==> src/rtl/spi_port_pkg.sv <==
package spi_port_pkg;

  localparam logic [1:0] ADR_CTRL = 2'd0;
  localparam logic [1:0] ADR_STAT = 2'd1;
  localparam logic [1:0] ADR_DATA = 2'd2;

  // control register layout, bit5 down to bit0
  typedef struct packed {
    logic [1:0] rate;
    logic       cpha;
    logic       cpol;
    logic       master;
    logic       en;
  } ctrl_t;

  localparam int CTRL_W = $bits(ctrl_t);

  // system clocks per serial-clock half-period for each rate code
  function automatic int unsigned half_period(input logic [1:0] rate);
    case (rate)
      2'd0:    half_period = 1;
      2'd1:    half_period = 2;
      2'd2:    half_period = 8;
      default: half_period = 16;
    endcase
  endfunction

endpackage

==> src/rtl/spi_rate_gen.sv <==
module spi_rate_gen
  import spi_port_pkg::*;
#(
  parameter int CNT_W = 5
) (
  input  logic       clk,
  input  logic       rst_n,
  input  logic       run,
  input  logic [1:0] rate,
  output logic       tick
);

  logic [CNT_W-1:0] cnt_q;
  logic [CNT_W-1:0] limit;

  assign limit = CNT_W'(half_period(rate) - 1);
  assign tick  = run && (cnt_q == limit);

  always_ff @(posedge clk or negedge rst_n) begin
    if (!rst_n)     cnt_q <= '0;
    else if (!run)  cnt_q <= '0;
    else if (tick)  cnt_q <= '0;
    else            cnt_q <= cnt_q + 1'b1;
  end

endmodule

==> src/rtl/spi_shift_core.sv <==
module spi_shift_core #(
  parameter int DATA_W = 8,
  localparam int EDGE_W = $clog2(2 * DATA_W)
) (
  input  logic              clk,
  input  logic              rst_n,
  input  logic              load,
  input  logic [DATA_W-1:0] load_val,
  input  logic              edge_evt,
  input  logic              cnt_clr,
  input  logic              cpha,
  input  logic              rx_bit,
  output logic              tx_bit,
  output logic [EDGE_W-1:0] edge_cnt,
  output logic              last_edge,
  output logic              byte_done,
  output logic [DATA_W-1:0] rx_byte
);

  logic [DATA_W-1:0] sh_q;
  logic              is_sample;

  // even edge index = leading edge; phase 0 samples there, phase 1 on trailing
  assign is_sample = (edge_cnt[0] == cpha);
  assign byte_done = edge_evt && is_sample &&
                     (edge_cnt[EDGE_W-1:1] == (EDGE_W-1)'(DATA_W - 1));
  assign last_edge = edge_evt && (edge_cnt == EDGE_W'(2 * DATA_W - 1));

  always_ff @(posedge clk or negedge rst_n) begin
    if (!rst_n) begin
      sh_q     <= '0;
      tx_bit   <= 1'b0;
      edge_cnt <= '0;
      rx_byte  <= '0;
    end else if (load) begin
      sh_q     <= load_val;
      tx_bit   <= load_val[DATA_W-1];
      edge_cnt <= '0;
    end else if (cnt_clr) begin
      edge_cnt <= '0;
      tx_bit   <= sh_q[DATA_W-1];
    end else if (edge_evt) begin
      edge_cnt <= edge_cnt + 1'b1;
      if (is_sample) begin
        sh_q <= {sh_q[DATA_W-2:0], rx_bit};
        if (byte_done) rx_byte <= {sh_q[DATA_W-2:0], rx_bit};
      end else begin
        tx_bit <= sh_q[DATA_W-1];
      end
    end
  end

endmodule

==> src/rtl/spi_flag_unit.sv <==
module spi_flag_unit (
  input  logic clk,
  input  logic rst_n,
  input  logic set_done,
  input  logic set_wcol,
  input  logic set_modf,
  input  logic stat_rd,
  input  logic data_acc,
  input  logic ctrl_wr,
  output logic done,
  output logic wcol,
  output logic modf
);

  logic arm_done, arm_wcol, arm_modf;

  always_ff @(posedge clk or negedge rst_n) begin
    if (!rst_n) begin
      done <= 1'b0; wcol <= 1'b0; modf <= 1'b0;
      arm_done <= 1'b0; arm_wcol <= 1'b0; arm_modf <= 1'b0;
    end else begin
      if (stat_rd) begin
        arm_done <= done;
        arm_wcol <= wcol;
        arm_modf <= modf;
      end else begin
        if (data_acc) begin arm_done <= 1'b0; arm_wcol <= 1'b0; end
        if (ctrl_wr)  arm_modf <= 1'b0;
      end
      // a set in the same cycle as a clear wins
      if (set_done)                  done <= 1'b1;
      else if (data_acc && arm_done) done <= 1'b0;
      if (set_wcol)                  wcol <= 1'b1;
      else if (data_acc && arm_wcol) wcol <= 1'b0;
      if (set_modf)                  modf <= 1'b1;
      else if (ctrl_wr && arm_modf)  modf <= 1'b0;
    end
  end

endmodule

==> src/rtl/spi_port_ctl.sv <==
module spi_port_ctl
  import spi_port_pkg::*;
#(
  parameter int DATA_W = 8,
  parameter int DIV_W  = 5,
  localparam int EDGE_W = $clog2(2 * DATA_W)
) (
  input  logic              clk,
  input  logic              rst_n,
  input  logic [1:0]        addr,
  input  logic              wr_en,
  input  logic              rd_en,
  input  logic [DATA_W-1:0] wdata,
  output logic [DATA_W-1:0] rdata,
  input  logic              sck_in,
  output logic              sck_out,
  output logic              sck_oe,
  input  logic              mosi_in,
  output logic              mosi_out,
  output logic              mosi_oe,
  input  logic              miso_in,
  output logic              miso_out,
  output logic              miso_oe,
  input  logic              ss_n_in,
  input  logic              ss_gpo
);

  ctrl_t ctrl_q;
  logic  run_q, ph_q;
  logic  sck_s, sck_d, ss_s, mosi_s;

  // named internal events
  logic master_on, slave_on, selected;
  logic ctrl_wr, data_wr, stat_rd, data_acc;
  logic busy, slave_busy, wcol_evt, modf_evt, start, slave_load;
  logic tick, edge_evt, cnt_clr, rx_bit;
  logic tx_bit, last_edge, byte_done, xfer_done;
  logic [EDGE_W-1:0] edge_cnt;
  logic [DATA_W-1:0] rx_byte;
  logic flag_done, flag_wcol, flag_modf;
  logic unused_wbits;

  assign unused_wbits = ^wdata[DATA_W-1:CTRL_W];

  assign selected   = !ss_gpo && !ss_s;
  assign master_on  = ctrl_q.en && ctrl_q.master;
  assign slave_on   = ctrl_q.en && !ctrl_q.master && selected;
  assign modf_evt   = master_on && selected;

  assign ctrl_wr    = wr_en && (addr == ADR_CTRL);
  assign data_wr    = wr_en && (addr == ADR_DATA);
  assign stat_rd    = rd_en && (addr == ADR_STAT);
  assign data_acc   = (wr_en || rd_en) && (addr == ADR_DATA);

  assign slave_busy = slave_on && (edge_cnt != '0);
  assign busy       = run_q || slave_busy;
  assign wcol_evt   = data_wr && busy;
  assign start      = data_wr && !busy && master_on && !modf_evt;
  assign slave_load = data_wr && !busy && ctrl_q.en && !ctrl_q.master;

  assign edge_evt   = master_on ? (run_q && tick) : (slave_on && (sck_s ^ sck_d));
  assign cnt_clr    = !run_q && !slave_on;
  assign rx_bit     = master_on ? miso_in : mosi_s;
  assign xfer_done  = master_on ? (run_q && last_edge) : (slave_on && byte_done);

  spi_rate_gen #(.CNT_W(DIV_W)) u_rate (
    .clk  (clk),
    .rst_n(rst_n),
    .run  (run_q),
    .rate (ctrl_q.rate),
    .tick (tick)
  );

  spi_shift_core #(.DATA_W(DATA_W)) u_core (
    .clk      (clk),
    .rst_n    (rst_n),
    .load     (start || slave_load),
    .load_val (wdata),
    .edge_evt (edge_evt),
    .cnt_clr  (cnt_clr),
    .cpha     (ctrl_q.cpha),
    .rx_bit   (rx_bit),
    .tx_bit   (tx_bit),
    .edge_cnt (edge_cnt),
    .last_edge(last_edge),
    .byte_done(byte_done),
    .rx_byte  (rx_byte)
  );

  spi_flag_unit u_flags (
    .clk     (clk),
    .rst_n   (rst_n),
    .set_done(xfer_done),
    .set_wcol(wcol_evt),
    .set_modf(modf_evt),
    .stat_rd (stat_rd),
    .data_acc(data_acc),
    .ctrl_wr (ctrl_wr),
    .done    (flag_done),
    .wcol    (flag_wcol),
    .modf    (flag_modf)
  );

  always_ff @(posedge clk or negedge rst_n) begin
    if (!rst_n) begin
      ctrl_q <= '0;
      run_q  <= 1'b0;
      ph_q   <= 1'b0;
      sck_s  <= 1'b0;
      sck_d  <= 1'b0;
      ss_s   <= 1'b1;
      mosi_s <= 1'b0;
    end else begin
      sck_s  <= sck_in;
      sck_d  <= sck_s;
      ss_s   <= ss_n_in;
      mosi_s <= mosi_in;
      if (ctrl_wr) ctrl_q <= ctrl_t'(wdata[CTRL_W-1:0]);
      if (modf_evt) begin
        ctrl_q.en     <= 1'b0;
        ctrl_q.master <= 1'b0;
      end
      if (modf_evt || !master_on) begin
        run_q <= 1'b0;
        ph_q  <= 1'b0;
      end else if (start) begin
        run_q <= 1'b1;
        ph_q  <= 1'b0;
      end else if (edge_evt) begin
        ph_q <= ~ph_q;
        if (last_edge) run_q <= 1'b0;
      end
    end
  end

  assign sck_out  = ctrl_q.cpol ^ ph_q;
  assign sck_oe   = master_on;
  assign mosi_out = tx_bit;
  assign mosi_oe  = master_on;
  assign miso_out = tx_bit;
  assign miso_oe  = slave_on;

  always_comb begin
    case (addr)
      ADR_CTRL: rdata = {{(DATA_W-CTRL_W){1'b0}}, ctrl_q};
      ADR_STAT: rdata = {{(DATA_W-3){1'b0}}, flag_modf, flag_wcol, flag_done};
      ADR_DATA: rdata = rx_byte;
      default:  rdata = '0;
    endcase
  end

endmodule

==> config.mk <==
export PLATFORM = sky130hd
export DESIGN_NAME = spi_port_ctl
export DESIGN_NICKNAME = d
export VERILOG_FILES = /design/src/rtl/spi_port_pkg.sv /design/src/rtl/spi_rate_gen.sv /design/src/rtl/spi_shift_core.sv /design/src/rtl/spi_flag_unit.sv /design/src/rtl/spi_port_ctl.sv
export SDC_FILE = /design/constraint.sdc
export NUM_CORES = 1
export LEC_CHECK = 0
export ABC_AREA = 1
export BUFFER_PORTS_ARGS = -buffer_cell sky130_fd_sc_hd__buf_2
export CORE_UTILIZATION = 35
export DETAILED_ROUTE_END_ITERATION = 8
export SETUP_SLACK_MARGIN = 0.5
export SYNTH_ARGS = -nofsm -noshare
export SYNTH_HDL_FRONTEND = slang
export SYNTH_SLANG_ARGS = --single-unit
==> constraint.sdc <==
create_clock -name clk -period 1.9 [get_ports clk]
set_input_delay 0.19 -clock clk [delete_from_list [all_inputs] [get_ports clk]]
set_output_delay 0.19 -clock clk [all_outputs]
set_load 0.01 [all_outputs]
==> summary by stage <==
Clocking
The number of sinks on the clock net is 44. The number of buffers created by CTS is 5. The clock tree buffer depth is 2.

TritonCTS built the clock tree. The root cell of the clock tree is clkbuf_8. The clock latency at the later pin of the worst-skew pair is 310 ps. The H-tree level count is 2. After clock tree synthesis, the clock-pin slew on the worst setup and hold paths is 80 ps.

Placement
The wire-length estimate of the detail-placed layout is 4.07 mm. The cell area reported after detailed placement is about 0.0026 mm². Input and output buffers added on the ports amount to 32.

Including well taps, the total number of placed cells is 386. Routability-driven placement finished with a final weighted congestion of 0.834.

Power and ir drop
The power density over the cells is 824 mW/mm². Overall power consumption after layout is estimated at between 2 and 3 mW. The leakage power of the design is between 1.5 and 2 nW. Across the VDD grid, the largest voltage drop is 0.481 mV.

Die
The area of the core region is 0.00635 mm². From left edge to right edge, the die measures 83.1 µm. The boundary pin count is 33. Once the floorplan was initialized, standard cells occupied 36.3% of the core.

The total die area is 0.00691 mm². The total number of placement rows is 29. The die height is 83.1 µm.

Synth
The biggest area contributor in the post-synthesis netlist is dfrtp_1. The distinct cell type count of the synthesized netlist is 36. The synthesized design contains 44 register bits.

The synthesized area per cell is 8.20 µm². The synthesized netlist devotes 2.66% of its cell area to XOR and XNOR gates. Sorting the synthesized cells by area gives the leading types as dfrtp_1 (47%), nand2_1 (13%), inv_1 (5.5%). The complex-gate fraction of the synthesized area is 12.6%.

The part of the Yosys area used for sequential elements is between 40% and 50%. Summing the areas of all fa, ha and maj instances in the mapped netlist gives 1.63% of the synthesized area. The synthesized net count is just over 300. By area, the combinational part of the netlist is dominated by simple AND/OR/NAND/NOR gates. The synthesized instance count is approximately 280.

The top-area cell type share of the netlist area is 46.7%. The mux share of post-synthesis cell area is 0.434%. The count of yosys warnings during synthesis is 0. In this run the cell area of the synthesized design comes to 0.00230 mm².

Of the total synthesized cell area, the portion taken by AND, OR, NAND and NOR gates is between 20% and 30%.

Routing
The count of routing violations after the opening detailed-route iteration is 70. The detail-routed net length per standard cell is 14.3 µm. After detailed routing, the number of vias per cell comes to 4.89.

The number of vias in the routed layout is 2058. For this run, the detailed router's first-pass iteration total came to 4. The final antenna-violating net count is 0. In the routed design, unresolved DRC markers number 0. The sum of routed wire length over all layers is 6.03 mm.

Timing
The worst slew slack as a fraction of its limit is a little over three fifths. After routing, the total negative slack on setup checks comes to 0 ps. Hold is met by 186 ps. At the pin with the least slew margin, the transition time is about 550 ps. Setup repair after global routing could not meet its margin everywhere.

The ratio of final minimum period to clock period is 84.2%. The achievable frequency is between 0.6 and 0.7 GHz. The setup clock skew after layout is around 12 ps. The final count of hold timing violations is 0. The setup-violating endpoint count in the final report is 0. The number of pins exceeding their max-slew limit in the final report was 0. For the finished layout, the period the worst path requires is ~1600 ps.

Min path
The worst hold path belongs to the class in -> reg.

Layout
The repair_antennas step left the layout with diodes totalling 0. The growth of design area from synthesis to finish is 38.3%. The finished layout holds 421 standard cells, fillers aside. The net count of the finished layout is 366. After routing the design area is approximately 0.0032 mm². The fraction of final layout cells with drive strength greater than 1 is between 30% and 40%.

Setup path
The worst endpoint data arrival time is around 1800 ps. The data required time at the worst endpoint is roughly 2100 ps. The kind of start point of the critical path is a flop. The element type at the critical path end is a flop. In this run the worst path has a maximum fanout of 8.

By startpoint and endpoint, the worst setup path is classified as reg -> reg.

Status
The run finished with clean final reports.

Global route
Entering global routing, the biggest net connects 24 pins. The number of antenna violations at the first check in global routing was 0. For this run the aggregate overflow at the end of global routing stands at 0. The number of global-route vias before repair is 2100. Global routing used 18.8% of the available tracks.

The first global-routing pass estimated 10.2 mm of wire.

Flow run
The max capacitance violation total is 0.
[layer usage]
| metal | vias up | routed length [µm] | track usage (%) |
|---|---|---|---|
| met4 | 0 | 84 | 6.11 |
| met3 | 8 | 186 | 3.38 |
| li1 | 1036 | - | - |
| met5 | - | 0 | 0 |
| met1 | 983 | 2790 | 25.6 |
| met2 | 31 | 2970 | 30.6 |
[critical path, cell delays in order, from the launching register on]
cell	delay, ps
dfrtp_1	390
buf_4	140
buf_4	150
xnor2_4	180
inv_2	90
nor2_4	180
nand3_4	200
nand2_2	110
o21ai_2	50
[report_power, final]
part           switching, mW  total (mW)  internal, mW
Combinational          0.491       0.846         0.355
Sequential             0.135        1.22          1.08
Clock                  0.315       0.566         0.250
Total                  0.941        2.63          1.69
[flip-flops by register name, indices dropped and copies added, names as in the netlist, 4 cells and up]
| register | cells |
|---|---|
| ctrl_q | 6 |
| u_core.edge_cnt | 4 |
| u_core.rx_byte | 8 |
| u_core.sh_q | 8 |
| u_rate.cnt_q | 5 |
[timing repair]
action | in CTS | in global routing
hold buffers | 4 | 0
buffers inserted | 14 | 5
pin swaps | 17 | 23
gates resized for setup | 38 | 41
setup endpoints to repair | 24 | 30
endpoints found under the hold margin | 23 | 0
gates cloned | 4 | 1
[per-stage QoR]
step                worst slack [ps]  util, %
global route                     201     50.2
finish                           300     50.2
detailed placement               137     40.5
CTS                              317     46.8
global placement                 220     40.5
floorplan                        436        -
[area by class of cell]
class / instances / area (µm²)
inverter: 40 / 160
clock buffer: 6 / 72.6
sequential: 44 / 1110
clock inverter: 1 / 5.00
multi-input combinational: 193 / 1280
tap: 77 / 96.3
timing repair buffer: 60 / 463
fill: 600 / 3160
[layout by cell type (no fill, tap or decap), types with 3 or more instances in the layout]
cell	netlist	final
buf_2	3	31
buf_4	2	15
buf_6	1	6
clkbuf_8	0	5
dfrtp_1	43	40
dfrtp_2	0	3
dlygate4sd3_1	0	4
inv_1	34	27
inv_2	5	9
nand2_1	80	61
nand2_2	5	16
nand2_4	1	9
nand2_8	1	3
nand3_1	14	11
nand3_2	1	3
nand3_4	1	3
nand4_1	6	6
nor2_1	15	12
nor2_4	0	4
nor3_1	4	4
o21ai_0	16	11
o21ai_1	11	11
o21ai_2	8	12
xor2_1	5	5
[worst paths after layout]
kind / start / endpoint / slack (ps) / cells after the start
max in group asynchronous: rst_n / run_q / 940 / 3
setup / recovery: u_core.edge_cnt[0] / u_core.rx_byte[0] / 300 / 8
setup reg to reg: u_core.edge_cnt[0] / u_core.rx_byte[0] / 300 / 8
min in group asynchronous: rst_n / u_core.rx_byte[5] / 420 / 2
hold reg to reg: sck_s / sck_d / 400 / 0
hold / removal: wdata[6] / u_core.sh_q[6] / 190 / 3
[cell families after synthesis]
family                   count (synthesis)
buffers and inverters                   47
multiplexers                             1
AO/OA/AOI/OAI                           48
XOR/XNOR                                 7
AND/OR/NAND/NOR                        131
flip-flops                              44
adder cells (fa/ha/maj)                  3
[synth_stat cells]
library cell / number
nor3_1: 4
dfstp_2: 1
o31ai_1: 1
xor2_1: 5
nand3_2: 1
a22o_1: 1
o211ai_1: 1
dfrtp_1: 43
clkinv_1: 1
nor2_8: 1
nand3_4: 1
ha_1: 3
o221ai_1: 2
nor2_1: 15
buf_2: 3
buf_4: 2
o22ai_1: 2
inv_1: 34
clkbuf_1: 1
a31oi_1: 1
nand2_8: 1
mux2i_1: 1
xnor2_1: 2
inv_2: 5
nand2_4: 1
nor3b_1: 1
a21oi_1: 5
buf_6: 1
nand2_2: 5
o21ai_0: 16
nand4_1: 6
o21ai_2: 8
nor2_2: 1
o21ai_1: 11
nand3_1: 14
nand2_1: 80
No activity file was read; power rests on OpenSTA's default activity.
